[config.mk]
export PLATFORM = sky130hd
export DESIGN_NAME = flash_wr_ctrl
export DESIGN_NICKNAME = d
export VERILOG_FILES = /design/src/rtl/flash_ctl_pkg.sv /design/src/rtl/flash_key_fsm.sv /design/src/rtl/flash_op_seq.sv /design/src/rtl/flash_irq_hold.sv /design/src/rtl/flash_wr_ctrl.sv
export SDC_FILE = /design/constraint.sdc
export NUM_CORES = 1
export LEC_CHECK = 0
export BUFFER_PORTS_ARGS = -buffer_cell sky130_fd_sc_hd__buf_4
export CORE_AREA = 2 2 56 97
export CTS_CLUSTER_SIZE = 8
export DETAILED_ROUTE_END_ITERATION = 7
export DIE_AREA = 0 0 58 99
export GPL_TIMING_DRIVEN = 0
export HOLD_SLACK_MARGIN = 0.05
export PLACE_DENSITY_LB_ADDON = 0.2
export RECOVER_POWER = 100
export SLEW_MARGIN = 30
export SYNTH_ARGS = -nofsm -noshare
export SYNTH_HDL_FRONTEND = slang
export SYNTH_HIERARCHICAL = 1
export SYNTH_SLANG_ARGS = --single-unit
[constraint.sdc]
create_clock -name clk_i -period 3.7 [get_ports clk_i]
set_input_delay 0.555 -clock clk_i [delete_from_list [all_inputs] [get_ports clk_i]]
set_output_delay 0.555 -clock clk_i [all_outputs]
set_load 0.02 [all_outputs]
[src/rtl/flash_ctl_pkg.sv]
`timescale 1ns/1ps
package flash_ctl_pkg;
  typedef enum logic [1:0] {
    KEY_IDLE = 2'd0,
    KEY_HALF = 2'd1,
    KEY_OPEN = 2'd2,
    KEY_LOCK = 2'd3
  } key_st_e;

  typedef enum logic {
    OP_PROG  = 1'b0,
    OP_ERASE = 1'b1
  } op_kind_e;
endpackage

[src/rtl/flash_key_fsm.sv]
`timescale 1ns/1ps
module flash_key_fsm
  import flash_ctl_pkg::*;
#(
  parameter int          KEY_W      = 8,
  parameter logic [7:0]  KEY_FIRST  = 8'hA5,
  parameter logic [7:0]  KEY_SECOND = 8'hF1
) (
  input  logic             clk_i,
  input  logic             rst_ni,
  input  logic             key_wr_i,
  input  logic [KEY_W-1:0] key_wdata_i,
  input  logic             consume_i,
  output logic             open_o
);
  key_st_e st_q, st_d;

  always_comb begin
    st_d = st_q;
    if (key_wr_i) begin
      unique case (st_q)
        KEY_IDLE: st_d = (key_wdata_i == KEY_W'(KEY_FIRST))  ? KEY_HALF : KEY_LOCK;
        KEY_HALF: st_d = (key_wdata_i == KEY_W'(KEY_SECOND)) ? KEY_OPEN : KEY_LOCK;
        default:  st_d = KEY_LOCK;
      endcase
    end else if (consume_i && st_q == KEY_OPEN) begin
      st_d = KEY_IDLE;
    end
  end

  always_ff @(posedge clk_i or negedge rst_ni) begin
    if (!rst_ni) st_q <= KEY_IDLE;
    else         st_q <= st_d;
  end

  assign open_o = (st_q == KEY_OPEN);

  AST_LOCK_STICKY: assert property (@(posedge clk_i) disable iff (!rst_ni)
    st_q == KEY_LOCK |=> st_q == KEY_LOCK);
  AST_OPEN_ONLY_FROM_HALF: assert property (@(posedge clk_i) disable iff (!rst_ni)
    $rose(open_o) |-> $past(st_q) == KEY_HALF);
endmodule

[src/rtl/flash_op_seq.sv]
`timescale 1ns/1ps
module flash_op_seq
  import flash_ctl_pkg::*;
#(
  parameter int ADDR_W      = 15,
  parameter int DATA_W      = 8,
  parameter int PAGE_BYTES  = 512,
  parameter int PROG_CYCLES = 8
) (
  input  logic              clk_i,
  input  logic              rst_ni,
  input  logic              start_i,
  input  logic              erase_i,
  input  logic [ADDR_W-1:0] addr_i,
  input  logic [DATA_W-1:0] data_i,
  input  logic [DATA_W-1:0] fl_rdata_i,
  output logic              busy_o,
  output logic              fl_we_o,
  output logic [ADDR_W-1:0] fl_addr_o,
  output logic [DATA_W-1:0] fl_wdata_o
);
  localparam int PAGE_W  = $clog2(PAGE_BYTES);
  localparam int CNT_MAX = (PAGE_BYTES > PROG_CYCLES) ? PAGE_BYTES : PROG_CYCLES;
  localparam int CNT_W   = $clog2(CNT_MAX + 1);

  logic              busy_q;
  op_kind_e          kind_q;
  logic [ADDR_W-1:0] addr_q;
  logic [DATA_W-1:0] data_q;
  logic [CNT_W-1:0]  cnt_q;
  logic              last;

  assign last = (kind_q == OP_ERASE) ? (cnt_q == CNT_W'(PAGE_BYTES - 1))
                                     : (cnt_q == CNT_W'(PROG_CYCLES - 1));

  always_ff @(posedge clk_i or negedge rst_ni) begin
    if (!rst_ni) begin
      busy_q <= 1'b0;
      kind_q <= OP_PROG;
      addr_q <= '0;
      data_q <= '0;
      cnt_q  <= '0;
    end else if (busy_q) begin
      cnt_q <= cnt_q + CNT_W'(1);
      if (last) busy_q <= 1'b0;
    end else if (start_i) begin
      busy_q <= 1'b1;
      kind_q <= erase_i ? OP_ERASE : OP_PROG;
      addr_q <= addr_i;
      data_q <= data_i;
      cnt_q  <= '0;
    end
  end

  assign busy_o    = busy_q;
  assign fl_we_o   = busy_q && (kind_q == OP_ERASE || last);
  assign fl_addr_o = (kind_q == OP_ERASE) ? {addr_q[ADDR_W-1:PAGE_W], cnt_q[PAGE_W-1:0]}
                                          : addr_q;
  // program can only clear bits
  assign fl_wdata_o = (kind_q == OP_ERASE) ? {DATA_W{1'b1}} : (fl_rdata_i & data_q);

  AST_ADDR_STABLE_PROG: assert property (@(posedge clk_i) disable iff (!rst_ni)
    busy_q && $past(busy_q) && kind_q == OP_PROG |-> $stable(fl_addr_o));
  AST_ERASE_IN_PAGE: assert property (@(posedge clk_i) disable iff (!rst_ni)
    busy_q && $past(busy_q) && kind_q == OP_ERASE
      |-> fl_addr_o[ADDR_W-1:PAGE_W] == $past(fl_addr_o[ADDR_W-1:PAGE_W]));
endmodule

[src/rtl/flash_irq_hold.sv]
`timescale 1ns/1ps
module flash_irq_hold #(
  parameter int N_IRQ = 4
) (
  input  logic             clk_i,
  input  logic             rst_ni,
  input  logic             busy_i,
  input  logic [N_IRQ-1:0] irq_i,
  output logic [N_IRQ-1:0] irq_o
);
  logic [N_IRQ-1:0] pend_q;

  always_ff @(posedge clk_i or negedge rst_ni) begin
    if (!rst_ni)     pend_q <= '0;
    else if (busy_i) pend_q <= pend_q | irq_i;
    else             pend_q <= '0;
  end

  assign irq_o = busy_i ? '0 : (irq_i | pend_q);

  AST_IRQ_KEPT: assert property (@(posedge clk_i) disable iff (!rst_ni)
    busy_i && (irq_i != '0) |=> (pend_q != '0));
  AST_IRQ_RELEASE: assert property (@(posedge clk_i) disable iff (!rst_ni)
    $fell(busy_i) && $past(pend_q != '0) |-> (irq_o != '0));
endmodule

[src/rtl/flash_wr_ctrl.sv]
`timescale 1ns/1ps
module flash_wr_ctrl
  import flash_ctl_pkg::*;
#(
  parameter int         ADDR_W      = 15,
  parameter int         DATA_W      = 8,
  parameter int         PAGE_BYTES  = 512,
  parameter int         PROG_CYCLES = 8,
  parameter int         RSV_BASE    = 32'h7C00,
  parameter int         RSV_BYTES   = 1024,
  parameter int         N_IRQ       = 4,
  parameter logic [7:0] KEY_FIRST   = 8'hA5,
  parameter logic [7:0] KEY_SECOND  = 8'hF1
) (
  input  logic              clk_i,
  input  logic              rst_ni,
  input  logic              ctl_wr_i,
  input  logic [1:0]        ctl_wdata_i,
  output logic              wen_o,
  output logic              erase_sel_o,
  input  logic              key_wr_i,
  input  logic [7:0]        key_wdata_i,
  input  logic              cpu_wr_i,
  input  logic              cpu_rd_i,
  input  logic [ADDR_W-1:0] cpu_addr_i,
  input  logic [DATA_W-1:0] cpu_wdata_i,
  output logic              ram_we_o,
  output logic              ram_re_o,
  output logic [ADDR_W-1:0] ram_addr_o,
  output logic [DATA_W-1:0] ram_wdata_o,
  input  logic              vdd_mon_en_i,
  input  logic [DATA_W-1:0] fl_rdata_i,
  output logic              fl_we_o,
  output logic [ADDR_W-1:0] fl_addr_o,
  output logic [DATA_W-1:0] fl_wdata_o,
  output logic              busy_o,
  output logic              rsv_err_o,
  output logic              flash_err_rst_o,
  input  logic [N_IRQ-1:0]  irq_i,
  output logic [N_IRQ-1:0]  irq_o
);
  localparam int AW1     = ADDR_W + 1;
  localparam int RSV_END = RSV_BASE + RSV_BYTES;

  logic wen_q, esel_q;
  logic key_open, busy;
  logic attempt, vdd_ok, cpu_in_rsv, fl_in_rsv, start, consume;

  always_ff @(posedge clk_i or negedge rst_ni) begin
    if (!rst_ni) begin
      wen_q  <= 1'b0;
      esel_q <= 1'b0;
    end else if (ctl_wr_i) begin
      wen_q  <= ctl_wdata_i[0];
      esel_q <= ctl_wdata_i[1];
    end
  end

  assign cpu_in_rsv = ({1'b0, cpu_addr_i} >= AW1'(RSV_BASE)) && ({1'b0, cpu_addr_i} < AW1'(RSV_END));
  assign fl_in_rsv  = ({1'b0, fl_addr_o}  >= AW1'(RSV_BASE)) && ({1'b0, fl_addr_o}  < AW1'(RSV_END));

  // flash-directed writes during busy are dropped entirely
  assign attempt = cpu_wr_i && wen_q && !busy;
  assign vdd_ok  = vdd_mon_en_i;
  assign consume = attempt && vdd_ok && key_open;
  assign start   = consume && !cpu_in_rsv;

  always_ff @(posedge clk_i or negedge rst_ni) begin
    if (!rst_ni) begin
      rsv_err_o       <= 1'b0;
      flash_err_rst_o <= 1'b0;
    end else begin
      flash_err_rst_o <= attempt && !vdd_ok;
      rsv_err_o       <= attempt && vdd_ok && cpu_in_rsv;
    end
  end

  assign ram_we_o    = cpu_wr_i && !wen_q;
  assign ram_re_o    = cpu_rd_i;
  assign ram_addr_o  = cpu_addr_i;
  assign ram_wdata_o = cpu_wdata_i;

  flash_key_fsm #(
    .KEY_W      (8),
    .KEY_FIRST  (KEY_FIRST),
    .KEY_SECOND (KEY_SECOND)
  ) u_key (
    .clk_i       (clk_i),
    .rst_ni      (rst_ni),
    .key_wr_i    (key_wr_i),
    .key_wdata_i (key_wdata_i),
    .consume_i   (consume),
    .open_o      (key_open)
  );

  flash_op_seq #(
    .ADDR_W      (ADDR_W),
    .DATA_W      (DATA_W),
    .PAGE_BYTES  (PAGE_BYTES),
    .PROG_CYCLES (PROG_CYCLES)
  ) u_seq (
    .clk_i      (clk_i),
    .rst_ni     (rst_ni),
    .start_i    (start),
    .erase_i    (esel_q),
    .addr_i     (cpu_addr_i),
    .data_i     (cpu_wdata_i),
    .fl_rdata_i (fl_rdata_i),
    .busy_o     (busy),
    .fl_we_o    (fl_we_o),
    .fl_addr_o  (fl_addr_o),
    .fl_wdata_o (fl_wdata_o)
  );

  flash_irq_hold #(.N_IRQ(N_IRQ)) u_irq (
    .clk_i  (clk_i),
    .rst_ni (rst_ni),
    .busy_i (busy),
    .irq_i  (irq_i),
    .irq_o  (irq_o)
  );

  assign busy_o      = busy;
  assign wen_o       = wen_q;
  assign erase_sel_o = esel_q;

  AST_START_KEYED: assert property (@(posedge clk_i) disable iff (!rst_ni)
    $rose(busy_o) |-> $past(key_open));
  AST_START_VDD: assert property (@(posedge clk_i) disable iff (!rst_ni)
    $rose(busy_o) |-> $past(vdd_mon_en_i));
  AST_RSV_NO_WRITE: assert property (@(posedge clk_i) disable iff (!rst_ni)
    fl_we_o |-> !fl_in_rsv);
  AST_ERR_EXCL: assert property (@(posedge clk_i) disable iff (!rst_ni)
    !(rsv_err_o && flash_err_rst_o));
  AST_START_WEN: assert property (@(posedge clk_i) disable iff (!rst_ni)
    $rose(busy_o) |-> $past(wen_o));
endmodule

==> metrics.md, run 1 <==
| Metric | Value |
|---|---|
| Area growth, synth to finish | 30.5% |
| Chip width | ~58 um |
| Skew-Pair Late Insertion Delay | 290 ps |
| Post-synth EDFFs | 0 |
| Worst hold stages | 2 |
| WP data arrival | 2830 ps |
| Cells after DPL | 413 |
| Die Y | 99 um |
| Multiplexer area fraction after synthesis | 0.0600 |
| Tcrit/Tclk final | 0.703 |
| Worst reg2reg path startpoint | u_seq/busy_o |
| Total number of vias | 2107 |
| Async SR Flop Fraction | 1.00 |
| # hold bufs at CTS | 0 |
| Initial DRC count | 57 |
| Total routed wirelength | between 5 and 6 mm |
| Synth area leader | dfrtp_1 |
| Min Hold Slack | 423 ps |
| Syn_area_per_cell | 9.47 sq um |
| Failing checks | capacitance limit, slew limit |
| Post-DP HPWL | 4.38 mm |
| Peak VDD IR | between 0.2 and 0.3 mV |
| IO Pins | 110 |
| CTS sink count | 45 |
| Area of the multi-input gates | ~950 sq um |
| XOR/XNOR Fraction of Synth Area | 0 |
| Mean routed wirelength per cell | 13.3 um |
| H-tree levels | 2 |
| Crit path launch type | flop |
| ANT nets after route | 0 |
| FF-to-FF End | u_seq/addr_q[9] |
| Cell count after synthesis | 251 |
| Global-route wire length before repair | ~9.2 mm |
| Ys flop type | dfrtp_1 |
| Rows | 34 |
| Number of global-route vias before repair | ~2100 |
| Max-slew violation count | 46 |
| Largest net degree at the start of global routing | 46 |
| Number of vias per cell | about 5 |
| Area occupied by registers | 0.00113 sq mm |
| Synth warn | 6 |
| Fillers | 486 |
| Compound-Gate Fraction of Synth Area | 0.130 |
| Reg-to-reg setup timing slack | 1100 ps |
| Non-Filler Instances | between 400 and 500 |
| Sequential fraction of the synthesis area | 0.474 |
| Pleak | roughly 1.6 nW |
| Nets | between 400 and 500 |
| Peak Freq | 384 MHz |
| TritonCTS clock tree | yes |
| CTS max path bufs | 2 |
| Cell Area, Synth | ~0.0024 sq mm |
| Crit. End Element | flop |
| Adder-cell area share of the yosys netlist | 0.00527 |
| NetSw | 0.000335 W |
| Crit. Startpoint | u_seq/busy_o |
| Synth top area share | 0.474 |
| Number of synthesized register bits | 45 |
| Commonest cells post-synth | 75 x nand2_1, 45 x dfrtp_1, 30 x buf_4 |
| Worst Skew | ~4.3 ps |
| Post-CTS Setup Bufs | 0 |
| Rel. slew slack | -0.574 |
| Core area | ~0.005 sq mm |
| Setup violations, final | 0 |
| CTS buffer count | 5 |
| PD cells | 361 mW/mm^2 |
| Place WS | 1360 ps |
| Initial antenna violation count | 0 |
| Clock slew at reported path FFs | 80 ps |
| Root Driver | clkbuf_8 |
| Hold EP | flash_err_rst_o |
| CTS-repair resized insts | 0 |
| GP Congestion | a little over 0.7 |
| IO Port Bufs | approximately 110 |
| RSZ-0062 raised after global routing | no |
| Synth area leaders | dfrtp_1 47%, nand2_1 12%, buf_4 9.5% |
| Pint | about 0.0008 W |
| Proportion of layout cells with a drive suffix above 1 | 0.272 |
| Flop pwr share | 0.515 |
| Path depth of the worst reg2reg path | 7 |
| Main combinational cell family by area after synthesis | simple AND/OR/NAND/NOR gates |
| DRT Pass-1 Iters | 4 |
| Worst EP required | 3930 ps |
| Worst-Margin Slew | 2360 ps |
| Tmin final | 2600 ps |
| Status | finished, violations left |
| Syn nets | ~300 |
| Die area | roughly 0.0057 sq mm |
| Simple-gate share of the synthesized area | 0.210 |
| DR DRC count | 0 |
| Clock power share | 0.254 |
| Worst Slack Setup Final | 1100 ps |
| Net Sw Frac | 0.299 |
| N_diodes | 0 |
| Max Cap Viol | 1 |
| Starting Density | 0.481 |
| Total global-route track usage | 0.206 |
| Hold_sp | vdd_mon_en_i |
| Comb pwr share | 0.230 |
| Final Hold Vio Count | 0 |
| Peak fanout along the critical path | 16 |
| Grt total ovfl | 0 |
| Critical path class | reg2reg |
| Most frequent cell after synthesis | nand2_1 |
| HP Class | in2reg |
| Setup_tns | 0 ps |
| Unique masters post-synth | 38 |
-- cell type report --
class	count	area share
Clock buffer	8	0.0258
Timing Repair Buffer	108	0.191
Tap cell	54	0.0218
Sequential cell	45	0.363
Multi-Input combinational cell	161	0.307
Inverter	4	0.00484
Buffer	41	0.0867
-- stage by stage --
| stage | total power, W | util | cell area (sq um) |
|---|---|---|---|
| after global routing | 0.00118 | 0.629 | 3100 |
| after floorplan | 0.000740 | - | 2380 |
| after global placement | 0.000864 | 0.659 | 3250 |
| final | 0.00112 | 0.629 | 3100 |
| after CTS | 0.00116 | 0.676 | 3330 |
| after detailed placement | 0.000871 | 0.659 | 3250 |
-- cell families after synthesis --
logic type,Yosys count
AND/OR/NAND/NOR,107
AO/OA/AOI/OAI,40
multiplexers,13
buffers and inverters,45
adder cells (fa/ha/maj),1
flip-flops,45
-- critical path: stages, from the launching register on --
cell and delay, ps:
dfrtp_1 540, nand4b_1 330, a211oi_1 590, nor2b_1 200, clkbuf_1 270, clkbuf_1 410
nand2_1 120, nand2_1 80
-- power by group through the flow --
| stage | Clock [W] | Combinational (W) | Sequential, W |
|---|---|---|---|
| 5_1_grt | 0.000313 | 0.000286 | 0.000583 |
| 2_1_floorplan | 0 | 0.000161 | 0.000579 |
| 6_report | 0.000285 | 0.000258 | 0.000577 |
| 3_5_place_dp | 0 | 0.000285 | 0.000587 |
| 4_1_cts | 0.000296 | 0.000288 | 0.000576 |
| 3_3_place_gp | 0 | 0.000279 | 0.000585 |
-- sequential cells by signal, summed over array words and instances (netlist names), 2 cells and up --
signal	flops
u_seq/data_q	8
u_key/st_q	2
u_irq/pend_q	4
u_seq/addr_q	15
u_seq/cnt_q	10
-- layout by cell type, fill, tap and decap left out, drive strengths merged, types with 5 or more instances in the layout --
cell type	instances
buf	82
nand2	75
clkbuf	75
dfrtp	45
mux2	10
a21o	8
nand3	6
nand2b	5
o21ai	5
-- metal layers --
layer / GRT usage / up-vias / part of all wire
li1: - / 1052 / -
met5: 0 / - / 0
met2: 0.371 / 65 / 0.55
met1: 0.235 / 985 / 0.38
met3: 0.0446 / 5 / 0.052
met4: 0.0662 / 0 / 0.015
-- worst max-delay path by stage --
stage                      endpoint  depth (start not counted)  slack (ps)
global route        u_seq/addr_q[8]                          7         790
finish              u_seq/addr_q[9]                          7        1100
floorplan                   fl_we_o                          3        1770
detailed placement  u_seq/addr_q[9]                          8        1360
CTS                         fl_we_o                          4        1300
global placement    u_seq/data_q[1]                          8        1410
No activity file was read; power rests on OpenSTA's default activity.
==> inputs of run 2 (changes only) <==
--- a/config.mk
+++ b/config.mk
@@ -5,11 +5,12 @@
 export SDC_FILE = /design/constraint.sdc
 export NUM_CORES = 1
 export LEC_CHECK = 0
+export ABC_AREA = 1
 export BUFFER_PORTS_ARGS = -buffer_cell sky130_fd_sc_hd__buf_4
-export CORE_AREA = 2 2 56 97
+export CORE_AREA = 2 2 61 106
 export CTS_CLUSTER_SIZE = 8
 export DETAILED_ROUTE_END_ITERATION = 7
-export DIE_AREA = 0 0 58 99
+export DIE_AREA = 0 0 63 108
 export GPL_TIMING_DRIVEN = 0
 export HOLD_SLACK_MARGIN = 0.05
 export PLACE_DENSITY_LB_ADDON = 0.2
==> constraint.sdc (replaced) <==
create_clock -name clk_i -period 2.3 [get_ports clk_i]
set_input_delay 0.345 -clock clk_i [delete_from_list [all_inputs] [get_ports clk_i]]
set_output_delay 0.345 -clock clk_i [all_outputs]
set_load 0.02 [all_outputs]
==> run 2 against run 1 <==
  * The flow now finishes without violations
  * Via count is 12% higher
  * Routed wire length is 7.0% higher
  * Non-clock buffer count is 3 lower
  * Clock skew is 1.1 ps higher
  * Cell count is 23% higher
  * Die area is 18% higher
  * Count of clock-buffer cells in the layout is 1 lower
  * Global-route usage is 2.4 points lower
  * Power is 71% higher
  * Register-to-register slack worse by 770 ps
==> metrics.md, run 2 <==
| Metric | Value |
|---|---|
| RSZ-0062 raised after global routing | no |
| Area growth, synth to finish | 32.7% |
| Crit. Startpoint | u_seq/busy_o |
| Core area | 0.00588 sq mm (+19%) |
| Initial antenna violation count | 0 (unchanged) |
| Cells after DPL | 508 (+23%) |
| Max Cap Viol | 0 (-1) |
| Sequential fraction of the synthesis area | 0.468 (-0.00591) |
| Number of synthesized register bits | 45 (unchanged) |
| Pleak | 1.72 nW (+7.1%) |
| Peak VDD IR | 0.407 mV (+38%) |
| Commonest cells post-synth | 133 x nand2_1, 45 x dfrtp_1, 40 x nor2_1 |
| Fillers | 643 (+32%) |
| Async SR Flop Fraction | 1.00 (unchanged) |
| Critical path class | reg2out |
| IO Pins | 110 (unchanged) |
| GP Congestion | 0.834 (+16%) |
| Die Y | 108 um (+9.1%) |
| CTS max path bufs | 2 (unchanged) |
| Worst EP required | 1960 ps (-1970 ps) |
| HP Class | in2reg |
| WP data arrival | 1740 ps (-1090 ps) |
| ANT nets after route | 0 (unchanged) |
| Most common cell after layout, fill and taps aside | nand2_1 |
| CTS buffer count | 5 (unchanged) |
| IO Port Bufs | 108 (unchanged) |
| CTS-repair resized insts | 0 (unchanged) |
| Total number of vias | 2366 (+12%) |
| Skew-Pair Late Insertion Delay | 290 ps (about the same) |
| Min Hold Slack | 231 ps (-193 ps) |
| Peak Freq | approximately 480 MHz |
| Most frequent cells in the layout | 133 x nand2_1, 84 x buf_4, 51 x clkbuf_1 |
| Clock slew at reported path FFs | 80 ps (about the same) |
| Worst Skew | 5.36 ps (+1.07 ps) |
| Root Driver | clkbuf_8 |
| N_diodes | 0 (unchanged) |
| Crit path launch type | flop |
| Tcrit/Tclk final | 0.906 |
| Number of global-route vias before repair | 2210 (+6.0%) |
| Starting Density | 0.409 (-0.0723) |
| Syn_area_per_cell | 7.47 sq um (-21%) |
| Setup violations, final | 0 (unchanged) |
| Worst-Margin Slew | 1090 ps (-1270 ps) |
| Post-synth EDFFs | 0 (unchanged) |
| Nets | 490 (+17%) |
| Largest net degree at the start of global routing | 46 (unchanged) |
| Synth warn | 6 (unchanged) |
| Rel. slew slack | 0.276 (+0.850) |
| Grt total ovfl | 0 (unchanged) |
| CTS sink count | 45 (unchanged) |
| Worst reg2reg path startpoint | u_seq/busy_o |
| Number of vias per cell | 4.59 (-8.4%) |
| Unique masters post-synth | 21 (-45%) |
| Peak fanout along the critical path | 15 (-1) |
| Post-CTS Setup Bufs | 0 (unchanged) |
| Post-DP HPWL | 4.77 mm (+8.8%) |
| Chip width | 63 um (+8.6%) |
| Synth area leader | dfrtp_1 |
| Design area | 0.00319 sq mm (+2.9%) |
| Die area | 0.00680 sq mm (+18%) |
| Cell Area, Synth | 0.00241 sq mm (+1.3%) |
| Tmin final | between 2000 and 2500 ps |
| Syn nets | 375 (+23%) |
| Cell count after synthesis | 322 (+28%) |
| Max-slew violation count | 0 (-100%) |
| Final Hold Vio Count | 0 (unchanged) |
| Total global-route track usage | 0.182 (-0.0238) |
| TritonCTS clock tree | yes |
| Rows | 37 (+8.8%) |
| Ys flop type | dfrtp_1 |
| DRT Pass-1 Iters | 4 (unchanged) |
| Global-route wire length before repair | 9.80 mm (+6.9%) |
| DR DRC count | 0 (unchanged) |
| Status | finished, final reports clean |
| DP Area | 0.00331 sq mm (+1.8%) |
| Proportion of layout cells with a drive suffix above 1 | 0.251 (-0.0213) |
| PD cells | 598 mW/mm^2 (+66%) |
| Most flops, register | u_seq/addr_q |
| Synth area leaders | dfrtp_1 47%, nand2_1 21%, buf_4 9.4% |
| Mean routed wirelength per cell | 11.6 um (-13%) |
| Initial DRC count | 135 (+140%) |
| Crit. End Element | output pin |
| Synth top area share | 0.468 (-0.00591) |
| Top flop regs | u_seq/addr_q (15), u_seq/cnt_q (10), u_seq/data_q (8) |
| Largest register FFs | 15 (unchanged) |
| Total routed wirelength | 6.00 mm (+7.0%) |
| Non-Filler Instances | 516 (+23%) |
| Setup_tns | 0 ps (unchanged) |
| # hold bufs at CTS | 0 (unchanged) |
| Reg-to-reg setup timing slack | 330 ps (-770 ps) |
| Most frequent cell after synthesis | nand2_1 |
| Hold_sp | vdd_mon_en_i |
| H-tree levels | 2 (unchanged) |
[run 2: cell count changes after synthesis, sizes merged, moves of 5 or more]
cell	delta
a21o	-7
clkbuf	-6
inv	+17
mux2	-10
nand2	+59
nand2b	-5
nand3	+7
nor2	+42
o21ai	+8
[run 2: through the flow]
step	worst slack, ps	util	total power, W
floorplan	515	-	0.00119
global placement	581	0.564	0.00144
detailed placement	576	0.564	0.00145
CTS	241	0.581	0.00198
global route	60.0	0.543	0.00201
finish	216	0.543	0.00191
[run 2: logic make-up after synthesis]
kind of cell             Yosys count  share of synthesized area
adder cells (fa/ha/maj)            1                    0.00520
flip-flops                        45                      0.468
buffers and inverters             59                      0.151
AO/OA/AOI/OAI                     22                     0.0484
AND/OR/NAND/NOR                  195                      0.328
[run 2: path summary, 6_finish.rpt]
kind                                         to  cells past startpoint
worst max-delay path                    fl_we_o                      5
worst min-delay path            flash_err_rst_o                      2
worst max register to register  u_seq/addr_q[1]                      8
worst min register to register  u_seq/data_q[0]                      2
max in group asynchronous       u_seq/addr_q[4]                      1
min in group asynchronous       u_seq/data_q[4]                      1
[run 2: where the power goes]
group / switching, W / internal [W] / total, W
Combinational: 0.000267 / 0.000203 / 0.000470
Clock: 0.000258 / 0.000272 / 0.000529
Sequential: 0.0000634 / 0.000846 / 0.000910
Total: 0.000588 / 0.00132 / 0.00191
[run 2: layer usage]
metal,track usage,part of all wire,vias up
met5,0,0,-
met4,0.0556,0.0097,0
met3,0.0375,0.058,7
met2,0.353,0.57,76
met1,0.193,0.37,1094
li1,-,-,1189
[run 2: worst max-delay path, stage by stage (launching register included)]
cell and delay [ps]:
dfrtp_1 690, nand2_1 120, nor2_1 110, nand3_1 100, o21ai_0 170, clkbuf_1 250
[run 2: cell type report]
| class | count | area, sq um | share of cell area |
|---|---|---|---|
| multi-input combinational | 218 | 912 | 0.286 |
| sequential | 45 | 1130 | 0.353 |
| tap | 78 | 97.6 | 0.0306 |
| clock inverter | 1 | 5.00 | 0.00157 |
| clock buffer | 7 | 96.3 | 0.0302 |
| buffer | 38 | 263 | 0.0823 |
| inverter | 21 | 78.8 | 0.0247 |
| timing repair buffer | 108 | 614 | 0.192 |
